`config.mk`:
```
export PLATFORM = sky130hd
export DESIGN_NAME = sched_stream_buf
export DESIGN_NICKNAME = d
export VERILOG_FILES = /design/src/rtl/ssb_pkg.sv /design/src/rtl/ssb_slot_reg.sv /design/src/rtl/ssb_accept_prep.sv /design/src/rtl/ssb_word_bank.sv /design/src/rtl/sched_stream_buf.sv
export SDC_FILE = /design/constraint.sdc
export NUM_CORES = 1
export LEC_CHECK = 0
export BUFFER_PORTS_ARGS = -buffer_cell sky130_fd_sc_hd__buf_2
export CAP_MARGIN = 20
export CORE_MARGIN = 2
export CORE_UTILIZATION = 50
export DETAILED_ROUTE_END_ITERATION = 8
export PLACE_DENSITY = 0.76
export SLEW_MARGIN = 20
export SYNTH_ARGS = -nofsm -noshare
export SYNTH_HDL_FRONTEND = slang
export SYNTH_SLANG_ARGS = --single-unit
```
`constraint.sdc`:
```
create_clock -name clk -period 4.2 [get_ports clk]
set_input_delay 0.42 -clock clk [delete_from_list [all_inputs] [get_ports clk]]
set_output_delay 0.42 -clock clk [all_outputs]
set_load 0.005 [all_outputs]
```
`src/rtl/ssb_pkg.sv`:
```
package ssb_pkg;
  // Occupancy of one buffer after a slot: drained words leave, captured words enter.
  function automatic logic occ_after(logic held, logic drained, logic filled);
    return (held & ~drained) | filled;
  endfunction

  // Upstream accept: prepared-empty or a same-slot drain frees the word.
  function automatic logic take_rule(logic prepared_empty, logic drain_now);
    return prepared_empty | drain_now;
  endfunction
endpackage

```
`src/rtl/ssb_slot_reg.sv`:
```
module ssb_slot_reg #(
  parameter int NUM_STREAMS = 8,
  localparam int ID_W = $clog2(NUM_STREAMS)
) (
  input  logic            clk,
  input  logic            rst_n,
  input  logic            sched_valid,
  input  logic [ID_W-1:0] sched_stream,
  output logic            nxt_live,
  output logic            slot_live,
  output logic [ID_W-1:0] slot_id
);
  assign nxt_live = sched_valid && (int'(sched_stream) < NUM_STREAMS);

  always_ff @(posedge clk) begin
    if (!rst_n) begin
      slot_live <= 1'b0;
      slot_id   <= '0;
    end else begin
      slot_live <= nxt_live;
      slot_id   <= sched_stream;
    end
  end
endmodule

```
`src/rtl/ssb_accept_prep.sv`:
```
module ssb_accept_prep #(
  parameter int NUM_STREAMS = 8,
  localparam int ID_W = $clog2(NUM_STREAMS)
) (
  input  logic                   clk,
  input  logic                   rst_n,
  input  logic                   nxt_live,
  input  logic [ID_W-1:0]        nxt_id,
  input  logic [NUM_STREAMS-1:0] occ_next,
  output logic                   prep_empty
);
  logic occ_sel;

  always_comb begin
    occ_sel = 1'b1;
    for (int i = 0; i < NUM_STREAMS; i++) begin
      if (int'(nxt_id) == i) occ_sel = occ_next[i];
    end
  end

  always_ff @(posedge clk) begin
    if (!rst_n) prep_empty <= 1'b0;
    else        prep_empty <= nxt_live && !occ_sel;
  end
endmodule

```
`src/rtl/ssb_word_bank.sv`:
```
module ssb_word_bank #(
  parameter int NUM_STREAMS = 8,
  parameter int DATA_W = 16,
  localparam int ID_W = $clog2(NUM_STREAMS)
) (
  input  logic                   clk,
  input  logic                   rst_n,
  input  logic [ID_W-1:0]        slot_id,
  input  logic                   fill,
  input  logic                   drain,
  input  logic [DATA_W-1:0]      wr_word,
  output logic [NUM_STREAMS-1:0] occ,
  output logic [NUM_STREAMS-1:0] occ_next,
  output logic [DATA_W-1:0]      rd_word
);
  import ssb_pkg::*;

  logic [DATA_W-1:0] word_q [NUM_STREAMS];

  for (genvar g = 0; g < NUM_STREAMS; g++) begin : g_stream
    logic here;
    assign here        = (int'(slot_id) == g);
    assign occ_next[g] = occ_after(occ[g], drain && here, fill && here);

    always_ff @(posedge clk) begin
      if (!rst_n) occ[g] <= 1'b0;
      else        occ[g] <= occ_next[g];
    end

    always_ff @(posedge clk) begin
      if (fill && here) word_q[g] <= wr_word;
    end
  end

  always_comb begin
    rd_word = '0;
    for (int i = 0; i < NUM_STREAMS; i++) begin
      if (int'(slot_id) == i) rd_word = word_q[i];
    end
  end
endmodule

```
`src/rtl/sched_stream_buf.sv`:
```
module sched_stream_buf #(
  parameter int NUM_STREAMS = 8,
  parameter int DATA_W = 16,
  localparam int ID_W = $clog2(NUM_STREAMS)
) (
  input  logic              clk,
  input  logic              rst_n,
  input  logic              sched_valid,
  input  logic [ID_W-1:0]   sched_stream,
  input  logic              up_valid,
  input  logic [DATA_W-1:0] up_data,
  output logic              up_accept,
  output logic              dn_valid,
  output logic [DATA_W-1:0] dn_data,
  input  logic              dn_accept
);
  import ssb_pkg::*;

  logic                   nxt_live;
  logic                   slot_live;
  logic [ID_W-1:0]        slot_id;
  logic                   prep_empty;
  logic [NUM_STREAMS-1:0] occ;
  logic [NUM_STREAMS-1:0] occ_next;
  logic [DATA_W-1:0]      rd_word;
  logic                   slot_full;
  logic                   ev_drain;
  logic                   ev_fill;

  ssb_slot_reg #(.NUM_STREAMS(NUM_STREAMS)) u_slot (
    .clk(clk), .rst_n(rst_n),
    .sched_valid(sched_valid), .sched_stream(sched_stream),
    .nxt_live(nxt_live), .slot_live(slot_live), .slot_id(slot_id)
  );

  ssb_accept_prep #(.NUM_STREAMS(NUM_STREAMS)) u_prep (
    .clk(clk), .rst_n(rst_n),
    .nxt_live(nxt_live), .nxt_id(sched_stream),
    .occ_next(occ_next), .prep_empty(prep_empty)
  );

  ssb_word_bank #(.NUM_STREAMS(NUM_STREAMS), .DATA_W(DATA_W)) u_bank (
    .clk(clk), .rst_n(rst_n), .slot_id(slot_id),
    .fill(ev_fill), .drain(ev_drain), .wr_word(up_data),
    .occ(occ), .occ_next(occ_next), .rd_word(rd_word)
  );

  always_comb begin
    slot_full = 1'b0;
    for (int i = 0; i < NUM_STREAMS; i++) begin
      if (int'(slot_id) == i) slot_full = occ[i];
    end
  end

  assign dn_valid  = slot_live && slot_full;
  assign dn_data   = rd_word;
  assign ev_drain  = dn_valid && dn_accept;
  assign up_accept = slot_live && take_rule(prep_empty, ev_drain);
  assign ev_fill   = up_valid && up_accept;
endmodule

```
==> After elaboration in Yosys (flattened, before gate mapping) <==
Memory sizes are Yosys's and may differ from the RTL's.
Index checks and enable logic that the tools add are counted.
{ "word_totals": {"reg_bits": 13, "latchBits": 0, "ramBits": 128, "mem_bits_ro": 0, "inputBits": 24, "n_memories": 1} }
{ "op_classes": {"n_addsub": 0, "mul": 0, "div": 0, "magnitude_cmp": 0, "eq_ne": 14, "shifts": 0, "mux": 61, "n_bitwise": 25, "reduce_logical": 31} }
{ "memory_table": {"columns": ["name", "depth", "word_bits", "rd", "rd_ports_with_merged_regs", "wr", "line_no", "source"], "rows": [
  ["u_bank.word_q", 8, 16, 8, 0, 1, "ssb_word_bank.sv:18", "logic [DATA_W-1:0] word_q [NUM_STREAMS];"]
]} }
{ "ops": {"columns": ["op", "count"], "rows": [
  ["16-bit two-way mux", 15],
  ["16-bit OR reduction", 7],
  ["1-bit two-way mux", 39],
  ["3-bit == test, second input constant", 8],
  ["1-bit logical AND", 21],
  ["3-bit two-way mux", 7],
  ["3-bit by 2-bit == test with 1-bit output, second input constant", 4],
  ["1-bit bitwise OR", 9],
  ["1-bit bitwise AND", 8],
  ["1-bit NOT", 8],
  ["3-bit by 1-bit == test with 1-bit output, second input constant", 2],
  ["3-bit logical NOT", 2],
  ["1-bit logical NOT", 1]
]} }

==> Depth between registers and ports, before layout <==
{ "logic_depth": {"ltp_word": 26, "depth_mapped": 9, "mapped_depth_nobuf": 7} }

==> By module <==
Synthesis repeated with hierarchy kept, for this count alone.
{ "unflattened": {"cells_unflattened": 383, "hier_area_um2": 5871.9} }
{ "by_module_without_submodules": {"columns": ["module", "instances", "cells_per_inst", "area_each_um2", "seq_area_each_um2"], "rows": [
  ["ssb_word_bank", 1, 347, 5536.6, 4003.8],
  ["sched_stream_buf", 1, 19, 128.9, 0.0],
  ["ssb_slot_reg", 1, 9, 112.6, 80.1],
  ["ssb_accept_prep", 1, 8, 93.8, 20.0]
]} }

==> Worst setup path after synthesis <==
OpenSTA, ideal clock, no wires.
{ "synth_timing": {"kind": "reg2reg", "from": "register u_slot.slot_id[1]", "to": "register u_prep.prep_empty", "setup_ns": 0.124, "arrival_time_ns": 2.837, "path_slack_ns": 1.239, "stages_incl_launch_ff": 10, "path_buffers": 2, "period_less_slack_ns": 2.961, "cell_sequence": "dfxtp_1 buf_4 and3_1 buf_6 a21oi_4 o31ai_4 a211oi_1 o41ai_1 o21ai_1 a221oi_2"} }
{ "synth_via": {"elab_chain_cells": 26} }
{ "synth_lines": {"columns": ["element", "line_no", "source"], "rows": [
  ["start, declared", "ssb_slot_reg.sv:11", "output logic [ID_W-1:0] slot_id"],
  ["start signal, assigned", "ssb_slot_reg.sv:21", "slot_id <= sched_stream;"],
  ["3-bit logical NOT", "ssb_word_bank.sv:22, sched_stream_buf.sv:51", null],
  ["1-bit two-way mux (8 in series)", "sched_stream_buf.sv:51", "if (int'(slot_id) == i) slot_full = occ[i];"],
  ["1-bit logical AND", "sched_stream_buf.sv:55", "assign dn_valid = slot_live && slot_full;"],
  ["1-bit logical AND", "sched_stream_buf.sv:57", "assign ev_drain = dn_valid && dn_accept;"],
  ["1-bit bitwise OR", "ssb_pkg.sv:9", "return prepared_empty | drain_now;"],
  ["1-bit logical AND", "sched_stream_buf.sv:58", "assign up_accept = slot_live && take_rule(prep_empty, ev_drain);"],
  ["1-bit logical AND", "sched_stream_buf.sv:59", "assign ev_fill = up_valid && up_accept;"],
  ["1-bit logical AND", "ssb_word_bank.sv:23", "assign occ_next[g] = occ_after(occ[g], drain && here, fill && here);"],
  ["1-bit bitwise OR", "ssb_pkg.sv:4", "return (held & ~drained) | filled;"],
  ["1-bit two-way mux (7 in series)", "ssb_accept_prep.sv:17", "if (int'(nxt_id) == i) occ_sel = occ_next[i];"],
  ["1-bit two-way mux *", "ssb_accept_prep.sv:17", null],
  ["1-bit logical NOT *", "ssb_accept_prep.sv:23", "else prep_empty <= nxt_live && !occ_sel;"],
  ["1-bit logical AND *", "ssb_accept_prep.sv:23", null],
  ["end signal, assigned", "ssb_accept_prep.sv:23", null],
  ["end, declared", "ssb_accept_prep.sv:10", "output logic prep_empty"]
]} }
Every way passes the cells marked *; elsewhere a longest branch is shown, timed or not.
A chain may end at the register's enable or synchronous reset.

==> Worst setup path after layout <==
{ "layout_timing": {"from": "register u_slot.slot_id[2]", "to": "memory u_bank.word_q[7][12] (netlist: u_bank.word_q[1][60]), enable pin"} }
{ "layout_via": {"elab_chain_cells": 25} }
{ "layout_lines": {"columns": ["element", "line_no", "source"], "rows": [
  ["3-bit logical NOT", "ssb_word_bank.sv:22, sched_stream_buf.sv:51", null],
  ["1-bit two-way mux (8 in series)", "sched_stream_buf.sv:51", null],
  ["1-bit logical AND", "sched_stream_buf.sv:55", null],
  ["1-bit logical AND", "sched_stream_buf.sv:57", null],
  ["1-bit bitwise OR", "ssb_pkg.sv:9", null],
  ["1-bit logical AND", "sched_stream_buf.sv:58", null],
  ["1-bit logical AND", "sched_stream_buf.sv:59", null],
  ["1-bit logical AND", "ssb_word_bank.sv:31", "if (fill && here) word_q[g] <= wr_word;"],
  ["1-bit two-way mux", "ssb_word_bank.sv:31", null],
  ["1-bit two-way mux (not written as such)", "ssb_word_bank.sv:31", null],
  ["16-bit OR reduction (no line)", null, null],
  ["3-bit two-way mux (no line) or 1-bit two-way mux (tied branches) (7 in series)", null, null],
  ["end, declared", "ssb_word_bank.sv:18", null]
]} }
Several ways; a longest one is shown, not always the timed one.

==> out/metrics.yaml <==
place:
  dpl_cell_area_um2: 6180
  dp_hpwl_um: 7640
  gp_congestion: 0.983
  place_ws_ps: 939
  io_buffer_count: 41
  dp_cells: 543
sta:
  finalCritPeriodShare: 0.796
  finalSetupTns_ps: 0
  fmax_mhz: 299
  fin_ws_ps: 855
  finalHoldViolCount: 0
  tightest_slew_ps: 889
  fin_crit_ps: 3340
  fin_skew_ps: 6.32
  report.final.slew_viol_count: 0
  maxSlewHeadroom: 0.407
  setup_viol: 0
  rsz0062_at_grt: "no"
clock_tree:
  post_cts_resized: 0
  cts_hold_buf: 0
  clock-root-buffer: "clkbuf_16"
  tritoncts: "done"
  postCtsSetupRepairBufs: 0
  clock_latency_ps: 410
  cts_buffers: 17
  clkSlewWorstSetupHoldPaths_ps: 60
  clk_path_buf_depth: 2
  clock_sinks: 141
  h-tree-depth: 4
grt:
  grt_pass1_wl_um: 18700
  grt_max_degree: 30
  grt_overflow_total: 0
  grt_pass1_vias: 3385
  grtUsageMet1: 0.259
  grt_usage: 0.201
  antenna_found_initial: 0
  grtUsageMet2: 0.336
  grt-busiest-layer: "met2"
  grtUsageMet3: 0.0533
routing:
  drcViolationCount: 0
  vias_per_cell: 5.83
  drt-initial-drc-count: 244
  avgRoutedWirePerCell_um: 20.7
  drt.antenna.violating_nets: 0
  num_vias: 3351
  wirelength_um: 11900
  first_pass_iters: 5
yosys:
  synth_most_common_cell: "edfxtp_1"
  ys_async_sr_fraction: 0
  syn_nets: 388
  synth_area_leaders: "edfxtp_1, mux4_2, dfxtp_1"
  synth-edff-count: 128
  avgSynthCellArea_um2: 15.9
  synth_cells: 364
  synth_area_leader_cell: "edfxtp_1"
  ys_types: 54
  yosys.area.top_type_share: 0.663
  yosysWarnings: 0
  ys.flop_type: "edfxtp_1"
  synth_area_um2: 5790
  seq_area_frac_synth: 0.708
  synthTopCellsByCount: "edfxtp_1, nand2_1, mux2i_1, mux4_2"
  yosys_register_bits: 141
critical_path:
  crit_type: "reg2reg"
  r2r_cells: 6
  critPathCaptureType: "register"
  r2r_end: "u_bank.word_q[1][60]"
  cp_max_fo: 25
  r2r_slack_ps: 860
  cp.arrival_ps: 3460
  reg2reg_from: "u_slot.slot_id[2]"
  worstPathRequired_ps: 4320
  startpoint_type: "register"
layout:
  regArea_um2: 4110
  fill_cells: 851
  multi_input_area_um2: 1570
  stdcell_count: 575
  area_delta_synth_final_pct: 16.6
  drive_gt1_frac: 0.280
  finalInstanceArea_um2: 6760
  num_antenna_cells: 0
  nets: 443
die:
  die-height_um: 112
  pin_count: 42
  dieArea_um2: 12500
  floorplan.initialDensity: 0.510
  core_area_um2: 11400
  die_w_um: 112
  core.rowCount: 39
worst_hold_path:
  whs_endpoint: "u_slot.slot_live"
  hold_class: "in2reg"
  hold_path_depth: 3
  min-delay-start: "sched_valid"
power_and_ir_drop:
  cellPowerDensity_nw_per_um2: 464
  p_leak_uw: 0.00229
  fin_total_pwr_uw: 3130
  vdd_drop_max_mv: 0.378
run:
  maxCapViolations: 0
status:
  status: "finished clean"
==> worst max-delay path, cell delays in order (launching register included) <==
cell and delay (ps):
dfxtp_1 900, nand2_1 300, o21ai_1 310, o22ai_1 170
or3_4 410, nor2_1 640, buf_4 310
==> power breakdown <==
part / leakage [µW] / internal [µW] / switching (µW)
clock network: 0.000279 / 879 / 562
registers: 0.00126 / 1530 / 12.1
logic: 0.000756 / 62.7 / 85.1
total: 0.00229 / 2480 / 659
==> worst max-delay path by stage <==
stage                            from                   end  slack (ps)  depth (start not counted)
finish              u_slot.slot_id[2]  u_bank.word_q[1][60]         860                          6
floorplan           u_slot.slot_id[1]     u_prep.prep_empty        1240                          9
global placement    u_slot.slot_id[2]  u_bank.word_q[1][60]        1090                          6
CTS                 u_slot.slot_id[2]  u_bank.word_q[1][60]         890                          6
global route        u_slot.slot_id[2]  u_bank.word_q[1][60]         690                          6
detailed placement  u_slot.slot_id[2]  u_bank.word_q[1][62]         940                          6
==> cell type report <==
class,instances,area share
Sequential cell,141,0.607
Timing Repair Buffer,53,0.0437
Clock inverter,12,0.0206
Multi-Input combinational cell,198,0.233
Clock buffer,20,0.0646
Inverter,8,0.00444
Tap cell,143,0.0265
==> per-stage QoR <==
step | hold WS, ps | utilization
after CTS | 206 | 0.594
after floorplan | 481 | -
after global routing | 232 | 0.594
final | 218 | 0.594
after global placement | 527 | 0.544
after detailed placement | 515 | 0.544
==> registers in the layout (all words and copies together) (netlist names) <==
signal / cells
u_bank.word_q: 128
u_slot.slot_id: 3
u_prep.prep_empty: 1
u_bank.occ: 8
u_slot.slot_live: 1
==> kinds of logic after synthesis <==
group                  after synthesis  synth area share
multiplexers                        41             0.105
buffers and inverters               25            0.0212
flip-flops                         141             0.708
AO/OA/AOI/OAI                       65            0.0851
AND/OR/NAND/NOR                     92            0.0801
==> metal layers <==
layer	wire [µm]	vias to the layer above
met3	623	21
met5	0	-
met1	5060	1683
li1	-	1523
met2	6050	124
met4	197	0
==> cell usage in the layout (no fill, tap or decap), drive strengths merged, types with 3 or more instances in the layout <==
| cell type | netlist | routed |
|---|---|---|
| edfxtp | 128 | 128 |
| buf | 9 | 53 |
| nand2 | 43 | 43 |
| mux2i | 20 | 20 |
| clkbuf | 8 | 20 |
| o21ai | 16 | 16 |
| mux4 | 14 | 14 |
| nor2 | 14 | 14 |
| dfxtp | 13 | 13 |
| inv | 8 | 10 |
| a21oi | 9 | 9 |
| and2 | 9 | 9 |
| mux2 | 7 | 7 |
| clkinv | 0 | 7 |
| nor2b | 6 | 6 |
| o211ai | 6 | 6 |
| a22o | 6 | 6 |
| o221ai | 6 | 6 |
| a21boi | 5 | 5 |
| or3 | 4 | 4 |
| o31ai | 4 | 4 |
| a2111o | 3 | 3 |
| or2 | 3 | 3 |
Power figures use the tool's default switching activity.
